===== src/rtl/irq_pkg.sv =====
package irq_pkg;
    localparam int CAUSE_W = 16;
    localparam int NUM_SRC = 6;

    // live cause positions; bit 0 is the only non-fault cause
    localparam logic [CAUSE_W-1:0] CAUSE_MASK = 16'h4E03;
    localparam logic [CAUSE_W-1:0] FAULT_MASK = 16'h4E02;

    localparam logic [11:0] OFF_MODE  = 12'h004;
    localparam logic [11:0] OFF_CAUSE = 12'h100;
    localparam logic [11:0] OFF_CLEAR = 12'h108;
    localparam logic [11:0] OFF_EN    = 12'h110;

    localparam logic [3:0] MODE_LEVEL = 4'd1;

    typedef enum logic [1:0] {
        SEQ_IDLE = 2'd0,
        SEQ_SEND = 2'd1,
        SEQ_GAP  = 2'd2
    } seq_state_t;

    // strobe index -> cause bit position
    function automatic int pos_of(input int k);
        case (k)
            0:       pos_of = 0;
            1:       pos_of = 1;
            2:       pos_of = 9;
            3:       pos_of = 10;
            4:       pos_of = 11;
            default: pos_of = 14;
        endcase
    endfunction
endpackage


===== src/rtl/irq_src_latch.sv =====
module irq_src_latch
    import irq_pkg::*;
(
    input  logic               clk,
    input  logic               rst_n,
    input  logic [NUM_SRC-1:0] src_in,
    input  logic [CAUSE_W-1:0] clr_in,
    output logic [CAUSE_W-1:0] rise_o,
    output logic [CAUSE_W-1:0] stat_o
);
    for (genvar k = 0; k < NUM_SRC; k++) begin : g_live
        localparam int P = pos_of(k);
        logic src_q;
        logic stat_q;

        always_ff @(posedge clk or negedge rst_n) begin
            if (!rst_n) begin
                src_q  <= 1'b0;
                stat_q <= 1'b0;
            end else begin
                src_q <= src_in[k];
                if (src_in[k] && !src_q) begin
                    stat_q <= 1'b1;          // set beats clear
                end else if (clr_in[P]) begin
                    stat_q <= 1'b0;
                end
            end
        end

        assign rise_o[P] = src_in[k] & ~src_q;
        assign stat_o[P] = stat_q;
    end

    for (genvar i = 0; i < CAUSE_W; i++) begin : g_dead
        if (!CAUSE_MASK[i]) begin : g_tie
            assign rise_o[i] = 1'b0;
            assign stat_o[i] = 1'b0;
        end
    end
endmodule


===== src/rtl/irq_regs.sv =====
module irq_regs
    import irq_pkg::*;
#(
    parameter int ADDR_W = 12,
    parameter int DATA_W = 16
) (
    input  logic               clk,
    input  logic               rst_n,
    input  logic               wr,
    input  logic               rd,
    input  logic [ADDR_W-1:0]  addr,
    input  logic [DATA_W-1:0]  wdata,
    input  logic [CAUSE_W-1:0] stat_i,
    output logic [DATA_W-1:0]  rdata,
    output logic [CAUSE_W-1:0] en_o,
    output logic [3:0]         mode_o,
    output logic [CAUSE_W-1:0] clr_o
);
    logic hit_mode, hit_cause, hit_clear, hit_en;
    logic [CAUSE_W-1:0] en_q;
    logic [3:0]         mode_q;
    logic [DATA_W-1:0]  rdata_q, rdata_d;

    assign hit_mode  = (addr == ADDR_W'(OFF_MODE));
    assign hit_cause = (addr == ADDR_W'(OFF_CAUSE));
    assign hit_clear = (addr == ADDR_W'(OFF_CLEAR));
    assign hit_en    = (addr == ADDR_W'(OFF_EN));

    assign clr_o = (wr && hit_clear) ? (wdata[CAUSE_W-1:0] & CAUSE_MASK) : '0;

    always_ff @(posedge clk or negedge rst_n) begin
        if (!rst_n) begin
            en_q   <= '0;
            mode_q <= MODE_LEVEL;
        end else if (wr) begin
            if (hit_en)   en_q   <= wdata[CAUSE_W-1:0] & CAUSE_MASK;
            if (hit_mode) mode_q <= wdata[3:0];
        end
    end

    always_comb begin
        rdata_d = '0;
        if (hit_cause) begin
            rdata_d[CAUSE_W-1:0] = stat_i;
        end else if (hit_en) begin
            rdata_d[CAUSE_W-1:0] = en_q;
        end else if (hit_mode) begin
            rdata_d[3:0] = mode_q;
        end
    end

    always_ff @(posedge clk or negedge rst_n) begin
        if (!rst_n) begin
            rdata_q <= '0;
        end else if (rd) begin
            rdata_q <= rdata_d;
        end
    end

    assign rdata  = rdata_q;
    assign en_o   = en_q;
    assign mode_o = mode_q;
endmodule


===== src/rtl/irq_msg_seq.sv =====
module irq_msg_seq
    import irq_pkg::*;
(
    input  logic               clk,
    input  logic               rst_n,
    input  logic               msg_en,
    input  logic [CAUSE_W-1:0] new_vec,
    output logic               msg_valid,
    output logic [CAUSE_W-1:0] msg_cause
);
    seq_state_t         st_q, st_d;
    logic [CAUSE_W-1:0] pend_q, pend_d;
    logic [CAUSE_W-1:0] sel_q, sel_d;
    logic [CAUSE_W-1:0] lowest, take;

    assign lowest = pend_q & (~pend_q + 1'b1);

    always_comb begin
        st_d  = st_q;
        sel_d = sel_q;
        take  = '0;
        unique case (st_q)
            SEQ_IDLE: begin
                if (msg_en && (pend_q != '0)) begin
                    take  = lowest;
                    sel_d = lowest;
                    st_d  = SEQ_SEND;
                end
            end
            SEQ_SEND: st_d = SEQ_GAP;
            SEQ_GAP:  st_d = SEQ_IDLE;
            default:  st_d = SEQ_IDLE;
        endcase
        pend_d = msg_en ? ((pend_q & ~take) | new_vec) : '0;
    end

    always_ff @(posedge clk or negedge rst_n) begin
        if (!rst_n) begin
            st_q   <= SEQ_IDLE;
            sel_q  <= '0;
            pend_q <= '0;
        end else begin
            st_q   <= st_d;
            sel_q  <= sel_d;
            pend_q <= pend_d;
        end
    end

    always_comb begin
        msg_valid = (st_q == SEQ_SEND);
        msg_cause = msg_valid ? sel_q : '0;
    end
endmodule


===== src/rtl/irq_cause_ctrl.sv =====
module irq_cause_ctrl
    import irq_pkg::*;
#(
    parameter int ADDR_W = 12,
    parameter int DATA_W = 16
) (
    input  logic               clk,
    input  logic               rst_n,
    input  logic [NUM_SRC-1:0] src_pulse,
    input  logic               bus_wr,
    input  logic               bus_rd,
    input  logic [ADDR_W-1:0]  bus_addr,
    input  logic [DATA_W-1:0]  bus_wdata,
    output logic [DATA_W-1:0]  bus_rdata,
    output logic               irq_level,
    output logic               msg_valid,
    output logic [CAUSE_W-1:0] msg_cause,
    output logic               err_active
);
    logic [CAUSE_W-1:0] stat_q, rise_vec, clr_vec, en_q, eff;
    logic [3:0]         mode_q;
    logic               level_mode;

    irq_src_latch u_latch (
        .clk    (clk),
        .rst_n  (rst_n),
        .src_in (src_pulse),
        .clr_in (clr_vec),
        .rise_o (rise_vec),
        .stat_o (stat_q)
    );

    irq_regs #(.ADDR_W(ADDR_W), .DATA_W(DATA_W)) u_regs (
        .clk    (clk),
        .rst_n  (rst_n),
        .wr     (bus_wr),
        .rd     (bus_rd),
        .addr   (bus_addr),
        .wdata  (bus_wdata),
        .stat_i (stat_q),
        .rdata  (bus_rdata),
        .en_o   (en_q),
        .mode_o (mode_q),
        .clr_o  (clr_vec)
    );

    assign level_mode = (mode_q == MODE_LEVEL);
    assign eff        = stat_q & en_q;

    irq_msg_seq u_seq (
        .clk       (clk),
        .rst_n     (rst_n),
        .msg_en    (!level_mode),
        .new_vec   (rise_vec & ~stat_q & en_q),
        .msg_valid (msg_valid),
        .msg_cause (msg_cause)
    );

    assign irq_level  = level_mode && (eff != '0);
    assign err_active = ((eff & FAULT_MASK) != '0);
endmodule


===== config.mk =====
export PLATFORM = sky130hd
export DESIGN_NAME = irq_cause_ctrl
export DESIGN_NICKNAME = d
export VERILOG_FILES = /design/src/rtl/irq_pkg.sv /design/src/rtl/irq_src_latch.sv /design/src/rtl/irq_regs.sv /design/src/rtl/irq_msg_seq.sv /design/src/rtl/irq_cause_ctrl.sv
export SDC_FILE = /design/constraint.sdc
export NUM_CORES = 1
export LEC_CHECK = 0
export BUFFER_PORTS_ARGS = -buffer_cell sky130_fd_sc_hd__buf_2
export CAP_MARGIN = 5
export CORE_ASPECT_RATIO = 1.25
export CORE_MARGIN = 2
export CORE_UTILIZATION = 55
export DETAILED_ROUTE_END_ITERATION = 8
export HOLD_SLACK_MARGIN = 0.03
export PLACE_DENSITY = 0.82
export SLEW_MARGIN = 20
export SYNTH_ARGS = -nofsm -noshare
export SYNTH_HDL_FRONTEND = slang
export SYNTH_SLANG_ARGS = --single-unit

===== constraint.sdc =====
create_clock -name clk -period 4.06 [get_ports clk]
set_input_delay 0.406 -clock clk [delete_from_list [all_inputs] [get_ports clk]]
set_output_delay 0.406 -clock clk [all_outputs]
set_load 0.01 [all_outputs]

* Yosys cells after proc, flatten, opt, wreduce, memory -nomap -nowiden *
Cells that the tools add are included.
Widths: inputs -> output; s select.

word-level totals
  word-level logic and storage cells = 99
  bits of input ports = 38
  register bits after elaboration = 72
  output and inout port bits = 35

cells by class
  reductions and logical operators = 29
  bitwise operators = 21
  add/sub/neg operators = 1
  equal/unequal tests = 7
  mux-type cells = 23

operators by type and width
  kind                   number
  $mux 16                5
  $reduce_bool 16->1     3
  $eq 12x9->1 const B    3
  $and 16x16->16         2
  $not 16->16            2
  $add 16x1->16 const B  1
  $and 15x16->16         1
  $and 16x15->16         1
  $not 15->16            1
  $or 16x16->16          1
  $and 15x15->15         1
  $mux 15                1
  $eq 12x3->1 const B    1
  $mux 1                 12
  $reduce_bool 2->1      6
  $mux 11                1
  $logic_and 1x1->1      9
  $mux 4                 2
  $logic_not 1->1        7
  $and 1x1->1            6
  $not 1->1              6
  $reduce_and 2->1       3
  $eq 4x1->1 const B     1
  $pmux 2 s2             1
  other kinds (4)        4

* Logic depth before layout (Yosys ltp) *
Gate-level depths: netlist (run 1).

  word-level depth = 9
  gate-level depth with buffers = 7
  mapped depth without buffers = 5

* By module *
Synthesis (run 1) repeated with hierarchy kept, for this count alone.

unflattened totals
  cell total of the unflattened synthesis = 374
  area total of the unflattened synthesis = 3865.0 um^2

modules (own cells, without submodules)
  module          area each (um^2)  instances  cells an instance  sequential area each (um^2)
  irq_msg_seq     1620.3            1          156                850.8
  irq_regs        1375.1            1          118                651.9
  irq_src_latch   649.4             1          57                 300.3
  irq_cause_ctrl  220.2             1          43                 0.0

* Worst setup path before layout (run 1) *
Ideal clock, no wire load.

  path type = flip-flop to output port
  start = reg u_regs.mode_q[0], in the netlist u_regs.mode_o[0]
  end = out irq_level
  stages on the path, launching flop included = 4
  slack = 2108 ps
  arrival time = 1546 ps
  cells stage by stage = dfstp_2 or4b_2 clkbuf_1 nor2_1

between the ends
  longest elaborated chain between the ends = 2

RTL lines
  what                    line                  source
  start, declared         irq_regs.sv:21        logic [3:0] mode_q;
  start signal, assigned  irq_regs.sv:37        if (hit_mode) mode_q <= wdata[3:0];
  $eq 4x1->1              irq_cause_ctrl.sv:47  assign level_mode = (mode_q == MODE_LEVEL);
  $logic_and 1x1->1       irq_cause_ctrl.sv:59  assign irq_level = level_mode && (eff != '0);
  end, declared           irq_cause_ctrl.sv:15  output logic irq_level,

No other way between the ends.

* Worst setup path after layout (run 1) *
Same ends and word-level chain as after synthesis.

==> impl_metrics.py, run 1 <==
metrics = {
    "outcome": {
        "status": "finished clean",
    },
    "clocking": {
        "cts_max_level": 3,
        "cts_root_buf": "clkbuf_8",
        "cts_tree": "yes",
        "clk-insertion-delay-late_ns": 0.34,
        "cts_setup_buffers": 0,
        "post_cts_resized": 0,
        "cts.hold.buffers_added": 0,
        "cts_sinks": 64,
        "cts_buffers": 9,
        "clockBufferDepth": 2,
        "cts.clk_slew.worst_paths_ns": 0.06,
    },
    "sta": {
        "period_needed_ns": 2.40,
        "setup_viol": 0,
        "slew_violations": 0,
        "relSlewSlack": 0.422,
        "setup_ws_ns": 1.66,
        "hold_viol": 0,
        "grt_setup_unrepaired": "false",
        "max_freq_mhz": 417,
        "setup_tns_ns": 0,
        "whs_ns": 0.0333,
        "skew_ns": 0.00714,
        "worst_pin_slew_ns": 0.865,
        "fin_crit_sh": 0.591,
    },
    "floorplanning": {
        "die_width_um": 70.3,
        "core.rowCount": 30,
        "die_y_um": 86.9,
        "ios": 73,
        "die_area_mm2": 0.00611,
        "core-area_mm2": 0.00537,
        "start_util": 0.564,
    },
    "worst_setup_path": {
        "critPathLaunchType": "flip-flop",
        "crit_slowest_cell": "or4b_2",
        "max_stage_delay_ns": 0.78,
        "r2r-start": "u_seq.pend_q[3]",
        "reg2regPathDepth": 5,
        "worstPathArrival_ns": 1.99,
        "crit_buf_inv": 1,
        "crit_path_end_kind": "output port",
        "reg2reg_slack_ns": 1.85,
        "critical_path_required_ns": 3.65,
        "reg2reg_to": "u_seq.sel_q[8]",
        "crit_type": "flip-flop to output port",
        "critPathMaxFanout": 13,
        "critPathTopFamily": "simple AND/OR/NAND/NOR gates",
        "worstPathCellList": "or4b_2, nor2_1, buf_2",
    },
    "placed_design": {
        "gp_congestion": 0.760,
        "dp_cells": 381,
        "place_area_mm2": 0.00332,
        "dp_hpwl_um": 4240,
        "pre_cts_ws_ns": 1.85,
        "io_buffers": 56,
    },
    "yosys": {
        "synth_area_leaders": "dfrtp_1, mux2_2, nor2b_1",
        "synth_area_mm2": 0.00303,
        "synth_cells": 269,
        "synthArstFlopShare": 1.00,
        "ys_seq_area_frac": 0.530,
        "yosys_register_bits": 64,
        "yosysMostFrequentCell": "dfrtp_1",
        "yosys.area.top_type_share": 0.521,
        "yosys-top-cells-count": "dfrtp_1, nor2b_1, a21oi_1, and2_1, nand2_1",
        "yosysWarningCount": 0,
        "synth_area_per_cell_um2": 11.2,
        "post_synth_num_cell_types": 53,
        "synth_edf_count": 0,
        "synth_top_area_cell": "dfrtp_1",
        "ys.flop_type": "dfrtp_1",
    },
    "worst_hold_path": {
        "worst_hold_path_type": "input port to asynchronous set/reset pin",
    },
    "cells_and_area": {
        "fin_cells": 395,
        "area_growth_pct": 15.5,
        "finish.instance_area_mm2": 0.00349,
        "nets": 366,
        "antenna_cells": 0,
        "drive_gt1_frac": 0.296,
    },
    "grt": {
        "antenna_found_initial": 0,
        "grt_overflow_total": 0,
        "grt_pass1_vias": 2131,
        "track_usage": 0.209,
        "grt_start_max_net_pins": 43,
        "grt_pass1_wl_um": 9920,
    },
    "flow_run": {
        "cap_violations": 0,
    },
    "route": {
        "drtPass1Iterations": 4,
        "viasPerCell": 5.55,
        "drtIter0Drc": 133,
        "totalWireLength_um": 5790,
        "num_vias": 2191,
        "wl_per_cell_um": 14.7,
        "drc": 0,
        "ant_nets": 0,
    },
    "power": {
        "max-vdd-ir-drop_mv": 0.188,
        "leakagePower_nw": 1.72,
        "power_density_mw_per_mm2": 337,
    },
}
## sequential cells by signal, indices dropped and copies added, names as in the netlist
register / count
u_latch.g_live.stat_q: 6
u_regs.en_o: 6
u_regs.rdata: 8
u_regs.mode_o: 4
u_latch.g_live.src_q: 6
u_seq.pend_q: 16
u_seq.sel_q: 16
u_seq.st_q: 2
## where the power goes
part / switching [mW] / total [mW] / internal (mW) / leakage (nW)
sequential: 0.00136 / 0.643 / 0.642 / 0.840
combinational: 0.0316 / 0.0494 / 0.0178 / 0.789
clock: 0.221 / 0.486 / 0.265 / 0.0886
## worst register-to-register path, delay by kind of cell, from the launching register on
kind,cells,cell delay [ns]
DFF,1,0.42
AOI/OAI and AO/OA,1,0.36
buffers and inverters,1,0.17
and+or+nand+nor,2,0.81
muxes,1,0.34
## per-stage QoR
| step | util | power, mW |
|---|---|---|
| global placement | 0.619 | 0.704 |
| finish | 0.651 | 1.18 |
| CTS | 0.651 | 1.19 |
| floorplan | - | 0.677 |
| global route | 0.651 | 1.23 |
| detailed placement | 0.619 | 0.705 |
## metal layers
layer / routed length (µm) / part of all wire / global-route usage
met5: 0 / 0 / 0
met4: 79 / 0.014 / 0.0787
met3: 272 / 0.047 / 0.0625
met2: 2790 / 0.48 / 0.340
met1: 2650 / 0.46 / 0.265
## placed cells by master, fill, tap and decap left out, drive strengths merged, types with 2 or more instances in the layout
cell type and instances:
a21oi 16, a221o 4, a22oi 3, a31oi 5, a32o 5, and2 16, and3 2, buf 57
clkbuf 14, conb 8, dfrtp 63, inv 11, mux2 15, mux2i 6, nand2 15, nand2b 6
nand3 4, nand3b 3, nand4 2, nor2 13, nor2b 18, nor3 5, nor3b 4, nor4 5
nor4b 3, o21a 2, o21ai 4, o2bb2ai 3, o311a 2, or4 4
## cell type report
| cell class | instances | area, µm² |
|---|---|---|
| fillers | 440 | 1870 |
| flip-flops and latches | 64 | 1600 |
| inverters | 11 | 43.8 |
| multi-input cells | 185 | 1310 |
| clock buffers | 14 | 173 |
| well taps | 64 | 80.1 |
| repair buffers | 57 | 288 |
## worst max path at each step
| stage | from | end | slack [ns] | cells past startpoint |
|---|---|---|---|---|
| 3_5_place_dp | u_seq.pend_q[3] | u_seq.sel_q[8] | 1.85 | 5 |
| 4_1_cts | u_regs.mode_o[0] | irq_level | 1.64 | 3 |
| 3_3_place_gp | bus_addr[9] | u_regs.en_o[0] | 1.83 | 5 |
| 2_1_floorplan | u_regs.mode_o[0] | irq_level | 2.11 | 3 |
| 6_report | u_regs.mode_o[0] | irq_level | 1.66 | 3 |
| 5_1_grt | u_regs.mode_o[0] | irq_level | 1.59 | 3 |
## kinds of logic after synthesis
group,Yosys count,share of synthesized area
simple gates,106,0.224
flops,64,0.530
compound gates,50,0.122
buf+inv,27,0.0471
mux,21,0.0757
other cells,1,0.00124
No activity file was read; power rests on OpenSTA's default activity.
==> run 2, diff against run 1 <==
Settings changed: CORE_UTILIZATION 55 to 48, PLACE_DENSITY 0.82 to 0.76.
Clock period 4.06 ns to 2.2 ns, I/O delays scaled along.
==> run 2 against run 1 <==
Compared with the run above:
- total power increased by 88%
- combinational power increased by 110%
- clock power increased by 91%
- clock skew increased by 0.0023 ns
- via count increased by 5.6%
- critical path type unchanged
==> impl_metrics.py, run 2 (synthesis results as in run 1) <==
metrics = {
    "sta": {
        "setup_viol": 0,
        "fin_crit_sh": 0.923,
        "slew_violations": 0,
        "period_needed_ns": 2.03,
        "skew_ns": 0.00942,
        "grt_setup_unrepaired": "false",
        "worst_pin_slew_ns": 0.654,
        "setup_tns_ns": 0,
        "whs_ns": 0.0939,
        "relSlewSlack": 0.564,
        "hold_viol": 0,
        "max_freq_mhz": 492,
    },
    "route": {
        "num_vias": 2313,
        "viasPerCell": 5.33,
        "drtIter0Drc": 81,
        "totalWireLength_um": 6040,
        "drc": 0,
        "wl_per_cell_um": 13.9,
        "drtPass1Iterations": 4,
        "ant_nets": 0,
    },
    "placed_design": {
        "io_buffers": 56,
        "dp_hpwl_um": 4410,
        "gp_congestion": 0.789,
    },
    "grt": {
        "grt_overflow_total": 0,
        "antenna_found_initial": 0,
        "grt_pass1_wl_um": 10400,
        "grt_pass1_vias": 2246,
        "grt_start_max_net_pins": 38,
        "track_usage": 0.198,
    },
    "worst_hold_path": {
        "worstHoldStart": "bus_wdata[0]",
        "worst_hold_path_type": "input port to flip-flop",
        "min_to": "u_latch.g_live[0].stat_q",
        "worstHoldPathCells": 2,
    },
    "cells_and_area": {
        "area_growth_pct": 21.7,
        "final_cell_mix": "dfrtp_1, buf_2, nor2b_1",
        "drive_gt1_frac": 0.312,
        "final_common_cell": "dfrtp_1",
        "antenna_cells": 0,
        "nets": 382,
    },
    "worst_setup_path": {
        "crit_type": "flip-flop to output port",
        "critical_path_required_ns": 1.98,
        "r2r-start": "u_seq.pend_q[3]",
        "reg2reg_slack_ns": 0.24,
        "reg2reg_to": "u_seq.pend_q[8]",
        "critPathMaxFanout": 4,
        "worstPathArrival_ns": 1.81,
        "crit_path_end_kind": "output port",
        "reg2regPathDepth": 3,
        "critPathLaunchType": "flip-flop",
    },
    "clocking": {
        "cts_buffers": 9,
        "cts_tree": "yes",
        "clockBufferDepth": 2,
        "cts_setup_buffers": 0,
        "cts.clk_slew.worst_paths_ns": 0.07,
        "post_cts_resized": 0,
        "clk-insertion-delay-late_ns": 0.34,
        "cts_max_level": 3,
        "cts_root_buf": "clkbuf_8",
        "cts_sinks": 64,
    },
    "power": {
        "leakagePower_nw": 1.80,
        "max-vdd-ir-drop_mv": 0.395,
        "total_power_mw": 2.22,
        "power_density_mw_per_mm2": 602,
    },
    "floorplanning": {
        "core-area_mm2": 0.00613,
        "start_util": 0.494,
        "ios": 73,
        "die_y_um": 92.8,
        "die_area_mm2": 0.00696,
        "die_width_um": 75.0,
        "core.rowCount": 32,
    },
    "flow_run": {
        "cap_violations": 0,
    },
    "outcome": {
        "status": "finished clean",
    },
}
-- run 2: layout make-up --
class	instances	area, µm²
clock buffer	14	173
clock inverter	2	12.5
fill	536	2440
inverter	11	43.8
multi-input combinational	185	1310
sequential	64	1600
tap	85	106
timing repair buffer	73	438
-- run 2: routing by layer --
| layer | global-route usage | vias up | wire length (µm) |
|---|---|---|---|
| li1 | - | 1108 | - |
| met1 | 0.257 | 1123 | 2630 |
| met2 | 0.311 | 73 | 3010 |
| met3 | 0.0446 | 9 | 301 |
| met4 | 0.0923 | 0 | 105 |
| met5 | 0 | - | 0 |
-- run 2: per-stage QoR --
step	worst slack, ns	util	std cells	instance area, µm²
after floorplan	0.331	-	276	3050
after global placement	0.176	0.559	411	3430
after detailed placement	0.102	0.559	411	3430
after CTS	0.143	0.601	434	3680
after global routing	0.124	0.601	434	3680
final	0.169	0.601	434	3680
-- run 2: power breakdown --
part / total, mW / internal, mW / switching [mW]
Clock: 0.926 / 0.501 / 0.426
Sequential: 1.19 / 1.18 / 0.00242
Combinational: 0.105 / 0.0441 / 0.0606
-- run 2: worst max-delay path by stage --
stage | start | to | cells past startpoint
6_report | u_regs.mode_o[0] | irq_level | 3
5_1_grt | u_regs.mode_o[0] | irq_level | 3
4_1_cts | u_regs.mode_o[0] | irq_level | 3
3_5_place_dp | bus_addr[9] | u_regs.en_o[9] | 5
3_3_place_gp | bus_addr[9] | u_regs.en_o[14] | 5
2_1_floorplan | u_seq.pend_q[3] | u_seq.pend_q[8] | 4
-- run 2: timing repair --
action                                 4_1_cts  5_1_grt
hold buffers                                 7        0
endpoints found under the hold margin       33        0
setup endpoints to repair                    0        0
-- run 2: critical path: stages, from the launching register on --
cell     delay, ns
dfstp_2       0.55
or4b_2        0.62
nor2_1        0.16
buf_2         0.15
==> run 3, diff against run 2 <==
Settings changed: GPL_TIMING_DRIVEN set to 0.
==> run 3 against run 2 <==
Compared with the run above:
- global-route usage fell by 0.16 points
- worst hold slack got worse by 0.017 ns
- largest power group unchanged
- die area did not move
- clock power rose by 25%
- register-to-register slack got worse by 0.04 ns
- highest routed layer unchanged
==> impl_metrics.py, run 3 (synthesis results as in run 1) <==
metrics = {
    "outcome": {
        "status": "finished clean",
    },
    "worst_setup_path": {
        "crit_path_end": "u_seq.sel_q[8]",
        "worstPathArrival_ns": 2.24,
        "cp-startpoint": "u_seq.pend_q[7]",
        "worstPathCellList": "nor4_4, nand4_2, o21ai_4, inv_4, mux2_1",
        "critPathTopFamily": "simple AND/OR/NAND/NOR gates",
        "reg2reg_to": "u_seq.sel_q[8]",
        "critical_path_required_ns": 2.43,
        "crit_path_end_kind": "flip-flop",
        "r2r-start": "u_seq.pend_q[7]",
        "critPathLaunchType": "flip-flop",
        "reg2regPathDepth": 5,
        "crit_type": "flip-flop to flip-flop",
        "max_stage_delay_ns": 0.46,
        "reg2reg_slack_ns": 0.20,
        "cp.depth": 5,
        "crit_buf_inv": 1,
        "critPathMaxFanout": 9,
        "crit_slowest_cell": "dfrtp_1",
    },
    "clocking": {
        "clockBufferDepth": 2,
        "cts.clk_slew.worst_paths_ns": 0.07,
        "cts_max_level": 3,
        "cts_tree": "yes",
        "clk-insertion-delay-late_ns": 0.35,
        "cts_setup_buffers": 0,
        "cts_sinks": 64,
        "cts_buffers": 9,
        "cts_root_buf": "clkbuf_8",
    },
    "sta": {
        "grt_setup_unrepaired": "false",
        "worst_pin_slew_ns": 0.833,
        "setup_viol": 0,
        "fin_crit_sh": 0.911,
        "slew_violations": 0,
        "setup_tns_ns": 0,
        "skew_ns": 0.00803,
        "max_freq_mhz": 499,
        "relSlewSlack": 0.440,
        "period_needed_ns": 2.00,
        "hold_viol": 0,
    },
    "route": {
        "num_vias": 2295,
        "drc": 0,
        "wl_per_cell_um": 13.8,
        "drtPass1Iterations": 4,
        "ant_nets": 0,
        "totalWireLength_um": 6040,
        "drtIter0Drc": 154,
        "viasPerCell": 5.24,
    },
    "grt": {
        "grt_start_max_net_pins": 65,
        "antenna_found_initial": 0,
        "grt_overflow_total": 0,
        "track_usage": 0.197,
        "grt_pass1_wl_um": 10200,
        "grt_pass1_vias": 2190,
    },
    "cells_and_area": {
        "drive_gt1_frac": 0.309,
        "fillers": 510,
        "nets": 386,
        "final_util": 0.615,
        "final_common_cell": "dfrtp_1",
        "final_cell_mix": "dfrtp_1, buf_2, nor2b_1",
        "multi_input_area_mm2": 0.00134,
        "antenna_cells": 0,
        "area_growth_pct": 24.5,
        "regArea_mm2": 0.00160,
    },
    "worst_hold_path": {
        "worstHoldPathCells": 2,
        "worst_hold_path_type": "input port to flip-flop",
    },
    "power": {
        "leakagePower_nw": 1.84,
        "total_power_mw": 2.46,
        "power_density_mw_per_mm2": 653,
        "max-vdd-ir-drop_mv": 0.502,
    },
    "floorplanning": {
        "start_util": 0.494,
        "core-area_mm2": 0.00613,
        "core.rowCount": 32,
        "die_width_um": 75.0,
        "ios": 73,
        "die_y_um": 92.8,
        "die_area_mm2": 0.00696,
    },
    "placed_design": {
        "dp_hpwl_um": 4290,
        "io_buffers": 55,
        "gp_congestion": 0.761,
    },
    "flow_run": {
        "cap_violations": 0,
    },
}
[run 3: final cells by class]
cell class	count	share of cell area
inverter	11	0.0116
tap	85	0.0282
multi-input combinational	185	0.355
sequential	64	0.425
clock buffer	14	0.0458
buffer	15	0.0252
clock inverter	2	0.0159
timing repair buffer	62	0.0923
[run 3: worst min path at each step]
stage | start | end | slack, ns
finish | bus_wdata[11] | u_latch.g_live[4].stat_q | 0.08
global route | bus_wdata[11] | u_latch.g_live[4].stat_q | 0.08
CTS | bus_wdata[11] | u_latch.g_live[4].stat_q | 0.06
detailed placement | src_pulse[5] | u_latch.g_live[5].src_q | 0.34
global placement | src_pulse[2] | u_latch.g_live[2].src_q | 0.34
floorplan | rst_n | u_latch.g_live[0].src_q | -0.08
[run 3: timing repair]
action | CTS | global route
setup endpoints to repair | 1 | 19
pin swaps | 0 | 0
hold buffers | 7 | 0
gates resized for setup | 1 | 4
endpoints found under the hold margin | 69 | 0
[run 3: routing by layer]
metal,vias to the layer above,GRT usage,wire (µm)
met5,-,0,0
met4,0,0.0923,130
met3,13,0.0544,291
met2,74,0.297,2930
met1,1093,0.259,2690
li1,1115,-,-
[run 3: report_power, final]
part | internal (mW) | switching, mW | total [mW]
Clock | 0.732 | 0.432 | 1.16
Combinational | 0.0493 | 0.0613 | 0.111
Sequential | 1.18 | 0.00241 | 1.19
Total | 1.97 | 0.496 | 2.46
[run 3: per-stage QoR]
| step | cells | hold slack, ns | worst slack (ns) | area (µm²) |
|---|---|---|---|---|
| 3_3_place_gp | 416 | 0.340 | 0.0931 | 3430 |
| 4_1_cts | 438 | 0.0614 | 0.0561 | 3740 |
| 3_5_place_dp | 416 | 0.340 | 0.0765 | 3440 |
| 6_report | 438 | 0.0765 | 0.195 | 3770 |
| 2_1_floorplan | 276 | -0.0756 | 0.331 | 3050 |
| 5_1_grt | 438 | 0.0759 | 0.0592 | 3770 |
